[src/rtl/ebr_pkg.sv]
package ebr_pkg;
    typedef enum logic [2:0] {
        ST_IDLE,
        ST_ADDR,
        ST_STROBE,
        ST_SWAIT,
        ST_RWAIT
    } ebr_state_e;
endpackage

[src/rtl/ebr_ready_sync.sv]
module ebr_ready_sync #(
    parameter int STAGES = 2
) (
    input  logic clk,
    input  logic rst_n,
    input  logic rdy_in,
    output logic rdy_sync
);
    logic [STAGES-1:0] shift_q;

    // Sampling on the falling edge; the chain gives the setup latency.
    always_ff @(negedge clk or negedge rst_n) begin
        if (!rst_n) begin
            shift_q <= '0;
        end else begin
            shift_q <= {shift_q[STAGES-2:0], rdy_in};
        end
    end

    assign rdy_sync = shift_q[STAGES-1];
endmodule

[src/rtl/ebr_region_decode.sv]
module ebr_region_decode #(
    parameter int NCS = 4,
    localparam int RW = $clog2(NCS)
) (
    input  logic [RW-1:0]  region,
    input  logic [NCS-1:0] wait_cfg,
    output logic [NCS-1:0] sel_oh,
    output logic           rdy_en
);
    for (genvar g = 0; g < NCS; g++) begin : g_sel
        assign sel_oh[g] = (region == RW'(g));
    end

    // A cleared configuration bit enables ready for that region.
    assign rdy_en = ~|(sel_oh & wait_cfg);
endmodule

[src/rtl/ext_bus_wait_ctrl.sv]
module ext_bus_wait_ctrl #(
    parameter int AW       = 16,
    parameter int DW       = 16,
    parameter int NCS      = 4,
    parameter int SYNC_STG = 2
) (
    input  logic           clk,
    input  logic           rst_n,
    input  logic           req_start,
    input  logic           req_write,
    input  logic [AW-1:0]  req_addr,
    input  logic [DW-1:0]  req_wdata,
    output logic [DW-1:0]  req_rdata,
    output logic           req_done,
    input  logic [NCS-1:0] wait_cfg,
    input  logic           mux_mode,
    input  logic           ext_ready,
    output logic [AW-1:0]  bus_addr,
    output logic [DW-1:0]  bus_dout,
    input  logic [DW-1:0]  bus_din,
    output logic           bus_oe,
    output logic           bus_ale,
    output logic           bus_rd_n,
    output logic           bus_wr_n,
    output logic [NCS-1:0] bus_cs_n
);
    import ebr_pkg::*;

    localparam int RW = $clog2(NCS);

    ebr_state_e state_q, state_nx;

    logic [AW-1:0]  addr_q;
    logic [DW-1:0]  wdata_q;
    logic [DW-1:0]  rdata_q;
    logic           write_q;
    logic           mux_q;
    logic           rdy_en_q;
    logic [NCS-1:0] sel_q;
    logic           done_q;

    logic [NCS-1:0] sel_dec;
    logic           rdy_en_dec;
    logic           rdy_sync;
    logic           accept;
    logic           finish;

    ebr_ready_sync #(.STAGES(SYNC_STG)) u_sync (
        .clk      (clk),
        .rst_n    (rst_n),
        .rdy_in   (ext_ready),
        .rdy_sync (rdy_sync)
    );

    ebr_region_decode #(.NCS(NCS)) u_dec (
        .region   (req_addr[AW-1 -: RW]),
        .wait_cfg (wait_cfg),
        .sel_oh   (sel_dec),
        .rdy_en   (rdy_en_dec)
    );

    assign accept = (state_q == ST_IDLE) && req_start;
    assign finish = ((state_q == ST_STROBE) && !rdy_en_q) ||
                    ((state_q == ST_RWAIT)  &&  rdy_sync);

    // Next-state decision
    always_comb begin
        state_nx = state_q;
        unique case (state_q)
            ST_IDLE:   if (req_start) state_nx = ST_ADDR;
            ST_ADDR:   state_nx = ST_STROBE;
            ST_STROBE: state_nx = rdy_en_q ? ST_SWAIT : ST_IDLE;
            ST_SWAIT:  state_nx = ST_RWAIT;
            ST_RWAIT:  if (rdy_sync) state_nx = ST_IDLE;
            default:   state_nx = ST_IDLE;
        endcase
    end

    // State register
    always_ff @(posedge clk or negedge rst_n) begin
        if (!rst_n) begin
            state_q <= ST_IDLE;
        end else begin
            state_q <= state_nx;
        end
    end

    // Request capture, completion pulse and read data
    always_ff @(posedge clk or negedge rst_n) begin
        if (!rst_n) begin
            addr_q   <= '0;
            wdata_q  <= '0;
            rdata_q  <= '0;
            write_q  <= 1'b0;
            mux_q    <= 1'b0;
            rdy_en_q <= 1'b0;
            sel_q    <= '0;
            done_q   <= 1'b0;
        end else begin
            done_q <= finish;
            if (accept) begin
                addr_q   <= req_addr;
                wdata_q  <= req_wdata;
                write_q  <= req_write;
                mux_q    <= mux_mode;
                rdy_en_q <= rdy_en_dec;
                sel_q    <= sel_dec;
            end
            if (finish && !write_q) begin
                rdata_q <= bus_din;
            end
        end
    end

    // Bus outputs, decoded from the state and the captured request
    always_comb begin
        bus_addr = addr_q;
        bus_dout = wdata_q;
        bus_oe   = 1'b0;
        bus_ale  = 1'b0;
        bus_rd_n = 1'b1;
        bus_wr_n = 1'b1;
        bus_cs_n = '1;
        unique case (state_q)
            ST_IDLE: begin
            end
            ST_ADDR: begin
                bus_cs_n = ~sel_q;
                bus_ale  = mux_q;
                bus_oe   = mux_q | write_q;
                if (mux_q) begin
                    bus_dout = DW'(addr_q);
                end
            end
            ST_STROBE, ST_SWAIT, ST_RWAIT: begin
                bus_cs_n = ~sel_q;
                bus_oe   = write_q;
                bus_rd_n = write_q;
                bus_wr_n = ~write_q;
            end
            default: begin
            end
        endcase
    end

    assign req_done  = done_q;
    assign req_rdata = rdata_q;
endmodule

[config.mk]
export PLATFORM = sky130hd
export DESIGN_NAME = ext_bus_wait_ctrl
export DESIGN_NICKNAME = d
export VERILOG_FILES = /design/src/rtl/ebr_pkg.sv /design/src/rtl/ebr_ready_sync.sv /design/src/rtl/ebr_region_decode.sv /design/src/rtl/ext_bus_wait_ctrl.sv
export SDC_FILE = /design/constraint.sdc
export NUM_CORES = 1
export LEC_CHECK = 0
export BUFFER_PORTS_ARGS = -buffer_cell sky130_fd_sc_hd__clkbuf_2
export CAP_MARGIN = 20
export CORE_MARGIN = 5
export CORE_UTILIZATION = 40
export DETAILED_ROUTE_END_ITERATION = 8
export PLACE_DENSITY_LB_ADDON = 0.25
export SYNTH_ARGS = -nofsm -noshare
export SYNTH_HDL_FRONTEND = slang
export SYNTH_SLANG_ARGS = --single-unit
[constraint.sdc]
create_clock -name clk -period 5.3 [get_ports clk]
set_input_delay 0.265 -clock clk [delete_from_list [all_inputs] [get_ports clk]]
set_output_delay 0.265 -clock clk [all_outputs]
set_load 0.05 [all_outputs]
# Yosys cells after proc, flatten, opt, wreduce, memory -nomap -nowiden
# Cells that the tools add are included.
[op_classes]
div_mod_pow = 0
mux = 11
addsub = 0
bitwise_logic = 4
mul = 0
n_shift = 0
order_cmp = 0
n_eq_ne = 9
n_reduce_logical = 14
[op_table]
columns = ["operator", "n"]
rows = [
  ["16-bit 2-to-1 mux", 2],
  ["3-bit one-hot mux with 5 select lines", 1],
  ["4-bit OR reduction", 2],
  ["3-bit by 2-bit equality test with 1-bit output (second input constant)", 2],
  ["3-bit 2-to-1 mux", 2],
  ["4-bit AND", 1],
  ["2-bit equality test (second input constant)", 2],
  ["1-bit logical AND", 4],
  ["4-bit 2-to-1 mux", 1],
  ["4-bit NOT", 1],
  ["3-bit by 1-bit equality test with 1-bit output (second input constant)", 1],
  ["3-bit equality test (second input constant)", 1],
  ["1-bit logical NOT", 3],
  ["3-bit logical NOT", 1],
  ["1-bit 2-to-1 mux", 3],
  ["3-bit OR reduction", 1],
  ["2-bit by 1-bit equality test with 1-bit output (second input constant)", 1],
  ["2-bit logical NOT", 1],
  ["2-bit 2-to-1 mux", 1],
  ["2-bit by 1-bit != test with 1-bit output (second input constant)", 1],
  ["2-bit != test (second input constant)", 1],
  ["1-bit one-hot mux with 2 select lines", 1],
  ["2-bit AND reduction", 1],
  ["1-bit logical OR", 1],
  ["2 further kinds", 2],
]
[word_totals]
in_bits = 58
out_inout_bits = 57
ramBits = 0
latch_bits = 0
rom_bits = 0
regBits = 61
mem_count = 0

# Depth between registers and ports, before layout
# Gate-level depths: netlist of the first run.
[depth]
depth_word = 4
ltp_mapped = 6
mapped_depth_nobuf = 3

# By module
# A second synthesis of the first run with hierarchy kept.
[unflattened]
hier_cells = 176
area_unflattened_um2 = 2765.2
[by_module_without_submodules]
columns = ["mod", "cells_each", "area_each_um2", "n_inst"]
rows = [
  ["ext_bus_wait_ctrl", 168, 2665.1, 1],
  ["ebr_ready_sync", 2, 50.0, 1],
  ["ebr_region_decode", 6, 50.0, 1],
]

==> out/qor.csv, run 1 <==
metric,value,unit
critical path class,reg2reg,
Final Hold Vio Count,0,
CTS sink cnt,61,
vias in the first global route,2217,
initial antenna violation count,0,
area of the multi-input gates,1030,um2
Port Buffer Count,114,
R2R cell count,3,
MaxCap Viol Count,0,
Wirelength per Cell,12.9,um
status,completed,
initial DRC count,87,
hold path cells,3,
Fill cells,596,
max-slew violation count,0,
Routed WL,5820,um
Critical Path Sink Type,flop,
worst-case hold slack,0.130,ns
"CTS clk-pin slew, worst paths",0.07,ns
IO Count,115,
Slew headroom,49.3,%
Die Ht,91.1,um
ANT cells,0,
CTS tree,done,
"worst slack, placed",0.824,ns
CTS max path bufs,2,
H-tree depth,3,
Congestion Overflow GR,0,
clock skew,0.00693,ns
Synth Instances,251,
Fin Setup TNS,0,ns
CP startpoint kind,flop,
Crit-path slowest cell,a211oi_4,
Starting Density,41.1,%
RSZ-0062 raised after global routing,false,
First-pass DRT Iterations,4,
cell chain of the critical path,nand3b_1 > a211oi_4 > mux2_2,
Layout Nets,426,
Core Rows,29,
largest net degree at the start of global routing,42,
Critical Path Max Stage Delay,0.71,ns
final setup fails,0,
synthesized area,2630,um2
first-pass GRT wire length,10400,um
Area Growth Syn to Fin,32.7,%
Mapped Nets,309,
worst-skew pair later-pin latency,0.32,ns
routed vias/inst,4.68,
Die Wd,91.1,um
synthesized flop and latch total,61,
Yosys cell types,29,
DP HPWL,4280,um
register area,1530,um2
Slew @ Worst Pin,0.759,ns
final worst slack,0.861,ns
crit path max fanout,16,
CTS Buf Count,9,
vias,2108,
Core Region,6390,um2
Remaining DRCs,0,
YS warnings,0,
GRT Total Usage,15.2,%
Avg Synthesized Cell Area,10.5,um2
Final GP Congestion,0.702,
die area,8290,um2
Worst EP required,5.50,ns
clk root buf,clkbuf_8,
CP arrival,4.64,ns
sequential share of the synthesized area,58.1,%
Final ANT Viol Nets,0,
worst hold path class,in2reg,
share of layout cells above drive strength 1,46.1,%
what timing repair did:
item | CTS | global route
gates resized for setup | 0 | 0
hold buffers | 1 | 0
setup buffers | 0 | 0
setup endpoints to repair | 0 | 0
hold endpoints to repair | 18 | 0
final cells by class:
type | instances | area share [%]
inverters | 2 | 0.215
flip-flops and latches | 61 | 43.8
repair buffers | 120 | 17.7
well taps | 77 | 2.76
multi-input cells | 174 | 29.5
clock inverters | 4 | 1.29
clock buffers | 12 | 4.74
critical path: cells and delay by family (launching register included):
family          cells  cell delay (ns)
compound gates      1             0.71
flops               1             0.40
mux                 1             0.42
simple gates        1             0.14
logic make-up after synthesis:
| group | share of synthesized area (%) |
|---|---|
| buf+inv | 3.05 |
| mux | 15.0 |
| simple gates | 20.5 |
| flops | 58.1 |
| compound gates | 3.10 |
| xor+xnor | 0.333 |
placed cells by master, fill, tap and decap left out, drive strengths merged, types with 2 or more instances in the layout:
cell type and n:
clkinv 3, dfrtp 59, clkbuf 126, buf 5
inv 2, nand2 115, o21ai 2, mux2 32
dfrtn 2, nand3b 5, a21oi 2
routing by layer:
metal  GRT usage (%)  part of all wire [%]  vias up
met1            19.9                    45      971
met5               0                     0        -
met4            5.50                   1.0        0
met3            6.28                    11        6
met2            22.7                    43       87
li1                -                     -     1044
per-stage QoR:
stage                     std cells  area (um2)  util, %
after floorplan                 251        2630        -
after global placement          433        3270     51.1
after detailed placement        433        3270     51.1
after CTS                       450        3490     54.6
after global routing            450        3490     54.6
final                           450        3490     54.6
Yosys cell counts:
| master | instances | area (um2) |
|---|---|---|
| nor3b_2 | 1 | 12.5 |
| inv_1 | 2 | 7.51 |
| nor4b_1 | 1 | 8.76 |
| nand2_1 | 115 | 432 |
| nand3_1 | 1 | 5.00 |
| or3b_4 | 1 | 11.3 |
| mux2i_1 | 1 | 10.0 |
| buf_6 | 2 | 22.5 |
| clkbuf_1 | 8 | 30.0 |
| o31ai_1 | 1 | 7.51 |
| or4b_1 | 1 | 10.0 |
| buf_2 | 4 | 20.0 |
| mux4_2 | 1 | 22.5 |
| o32ai_1 | 1 | 8.76 |
| a32o_1 | 1 | 10.0 |
| a21oi_1 | 2 | 10.0 |
| nor2b_1 | 1 | 6.26 |
| nand3b_1 | 5 | 37.5 |
| nor3_1 | 1 | 5.00 |
| nand2b_1 | 1 | 6.26 |
| mux2_2 | 32 | 360 |
| dfrtp_1 | 59 | 1480 |
| o21a_1 | 1 | 7.51 |
| dfrtn_1 | 2 | 50.1 |
| xnor2_1 | 1 | 8.76 |
| a211oi_4 | 1 | 20.0 |
| nor2_1 | 1 | 3.75 |
| o21ai_0 | 2 | 10.0 |
| a21o_1 | 1 | 7.51 |
worst paths after layout:
check                                  start           endpoint  slack [ns]
max reg2reg                u_sync.shift_q[1]       req_rdata[5]        0.86
max                        u_sync.shift_q[1]       req_rdata[5]        0.86
min reg2reg                u_sync.shift_q[0]  u_sync.shift_q[1]        0.31
min in group asynchronous              rst_n           req_done        0.44
min                             req_wdata[5]         wdata_q[5]        0.13
max in group asynchronous              rst_n  u_sync.shift_q[0]        1.96
registers in the layout, indices dropped and copies added (netlist names):
name and cells:
bus_addr 16, req_rdata 16, wdata_q 16, sel_q 4, state_q 3, u_sync.shift_q 2, mux_q 1, rdy_en_q 1
req_done 1, write_q 1
Power of run 1 is not shown: default switching activity piles up to over one toggle a cycle in this logic, so the estimate is an artifact.
==> run 2: changes to the inputs <==
==> constraint.sdc (replaced) <==
create_clock -name clk -period 4.17 [get_ports clk]
set_input_delay 0.2085 -clock clk [delete_from_list [all_inputs] [get_ports clk]]
set_output_delay 0.2085 -clock clk [all_outputs]
set_load 0.05 [all_outputs]
==> out/qor.csv, run 2 (synthesis results as in run 1) <==
metric,value,unit
Routed WL,5940,um
final core occ,54.9,%
First-pass DRT Iterations,4,
GRT Total Usage,15.2,%
Slew @ Worst Pin,0.718,ns
ANT cells,0,
Die Wd,91.1,um
Area Growth Syn to Fin,33.5,%
CP startpoint kind,flop,
H-tree depth,3,
"most common cell after layout, fill and taps aside",nand2_1,
CTS max path bufs,2,
worst hold path class,in2reg,
first-pass GRT wire length,10400,um
Wirelength per Cell,13.2,um
CTS tree,done,
R2R cell count,4,
die area,8290,um2
final setup fails,0,
DP HPWL,4380,um
max-slew violation count,0,
most frequent cells in the layout,"115 x nand2_1, 114 x clkbuf_2, 59 x dfrtp_1, 32 x mux2_2, 11 x clkbuf_8",
share of layout cells above drive strength 1,46.0,%
Final Hold Vio Count,0,
CP arrival,3.79,ns
CTS Buf Count,9,
Worst EP required,4.37,ns
worst-skew pair later-pin latency,0.32,ns
initial DRC count,72,
placed inst area,3270,um2
clock skew,0.00605,ns
Congestion Overflow GR,0,
Layout Nets,427,
Finished Cell Area,3510,um2
status,completed,
routed vias/inst,4.67,
MaxCap Viol Count,0,
vias,2104,
critical path class,reg2reg,
post-CTS setup buffers,0,
CTS sink cnt,61,
vias in the first global route,2170,
Fin Setup TNS,0,ns
hold path cells,3,
Port Buffer Count,114,
initial antenna violation count,0,
"CTS clk-pin slew, worst paths",0.07,ns
Final ANT Viol Nets,0,
RSZ-0062 raised after global routing,false,
largest net degree at the start of global routing,41,
Remaining DRCs,0,
Critical Path Sink Type,flop,
Core Region,6390,um2
crit path max fanout,16,
Slew headroom,52.1,%
clk root buf,clkbuf_8,
IO Count,115,
Starting Density,41.1,%
Core Rows,29,
post-cts gate resize count,0,
Final GP Congestion,0.686,
Die Ht,91.1,um
## run 2: cell count changes in the layout (fill, tap and decap cells not counted), sizes merged
cell,change
clkinv,-1
buf,+1
bufinv,+1
## run 2: layer usage
| layer | vias up | part of all wire (%) | GRT usage [%] | wire, um |
|---|---|---|---|---|
| met2 | 88 | 42 | 21.6 | 2490 |
| met4 | 0 | 0.59 | 4.40 | 35 |
| li1 | 1050 | - | - | - |
| met3 | 4 | 10 | 7.36 | 613 |
| met1 | 962 | 47 | 20.6 | 2800 |
| met5 | - | 0 | 0 | 0 |
## run 2: worst paths after layout
check	slack [ns]	startpoint	end
worst max register to register	0.58	u_sync.shift_q[1]	req_rdata[1]
max in group asynchronous	1.23	rst_n	u_sync.shift_q[0]
worst max-delay path	0.58	u_sync.shift_q[1]	req_rdata[1]
min in group asynchronous	0.48	rst_n	rdy_en_q
worst min register to register	0.30	u_sync.shift_q[0]	u_sync.shift_q[1]
worst min-delay path	0.07	req_addr[10]	bus_addr[10]
## run 2: critical path: stages, from the launching register on
cell	delay [ns]
dfrtn_1	0.41
nand3b_1	0.14
a211oi_4	0.23
buf_4	0.25
mux2_2	0.36
## run 2: area by class of cell
cell class	instances	area, um2
Sequential cell	61	1530
Clock inverter	4	70.1
Timing Repair Buffer	121	626
Multi-Input combinational cell	174	1030
Inverter	2	7.51
Tap cell	77	96.3
Clock buffer	12	155
Fill cell	608	2880
## run 2: timing repair
| action | CTS | global route |
|---|---|---|
| endpoints found under the hold margin | 26 | 0 |
| hold buffers | 1 | 0 |
| setup endpoints to repair | 0 | 0 |
## run 2: through the flow
stage | setup WS (ns) | instances | hold slack [ns]
floorplan | 0.561 | 251 | -0.0871
global route | 0.497 | 451 | 0.0581
global placement | 0.601 | 434 | 0.305
CTS | 0.570 | 451 | 0.0557
detailed placement | 0.569 | 434 | 0.301
finish | 0.580 | 451 | 0.0683
Power of run 2 is left out for the same reason.
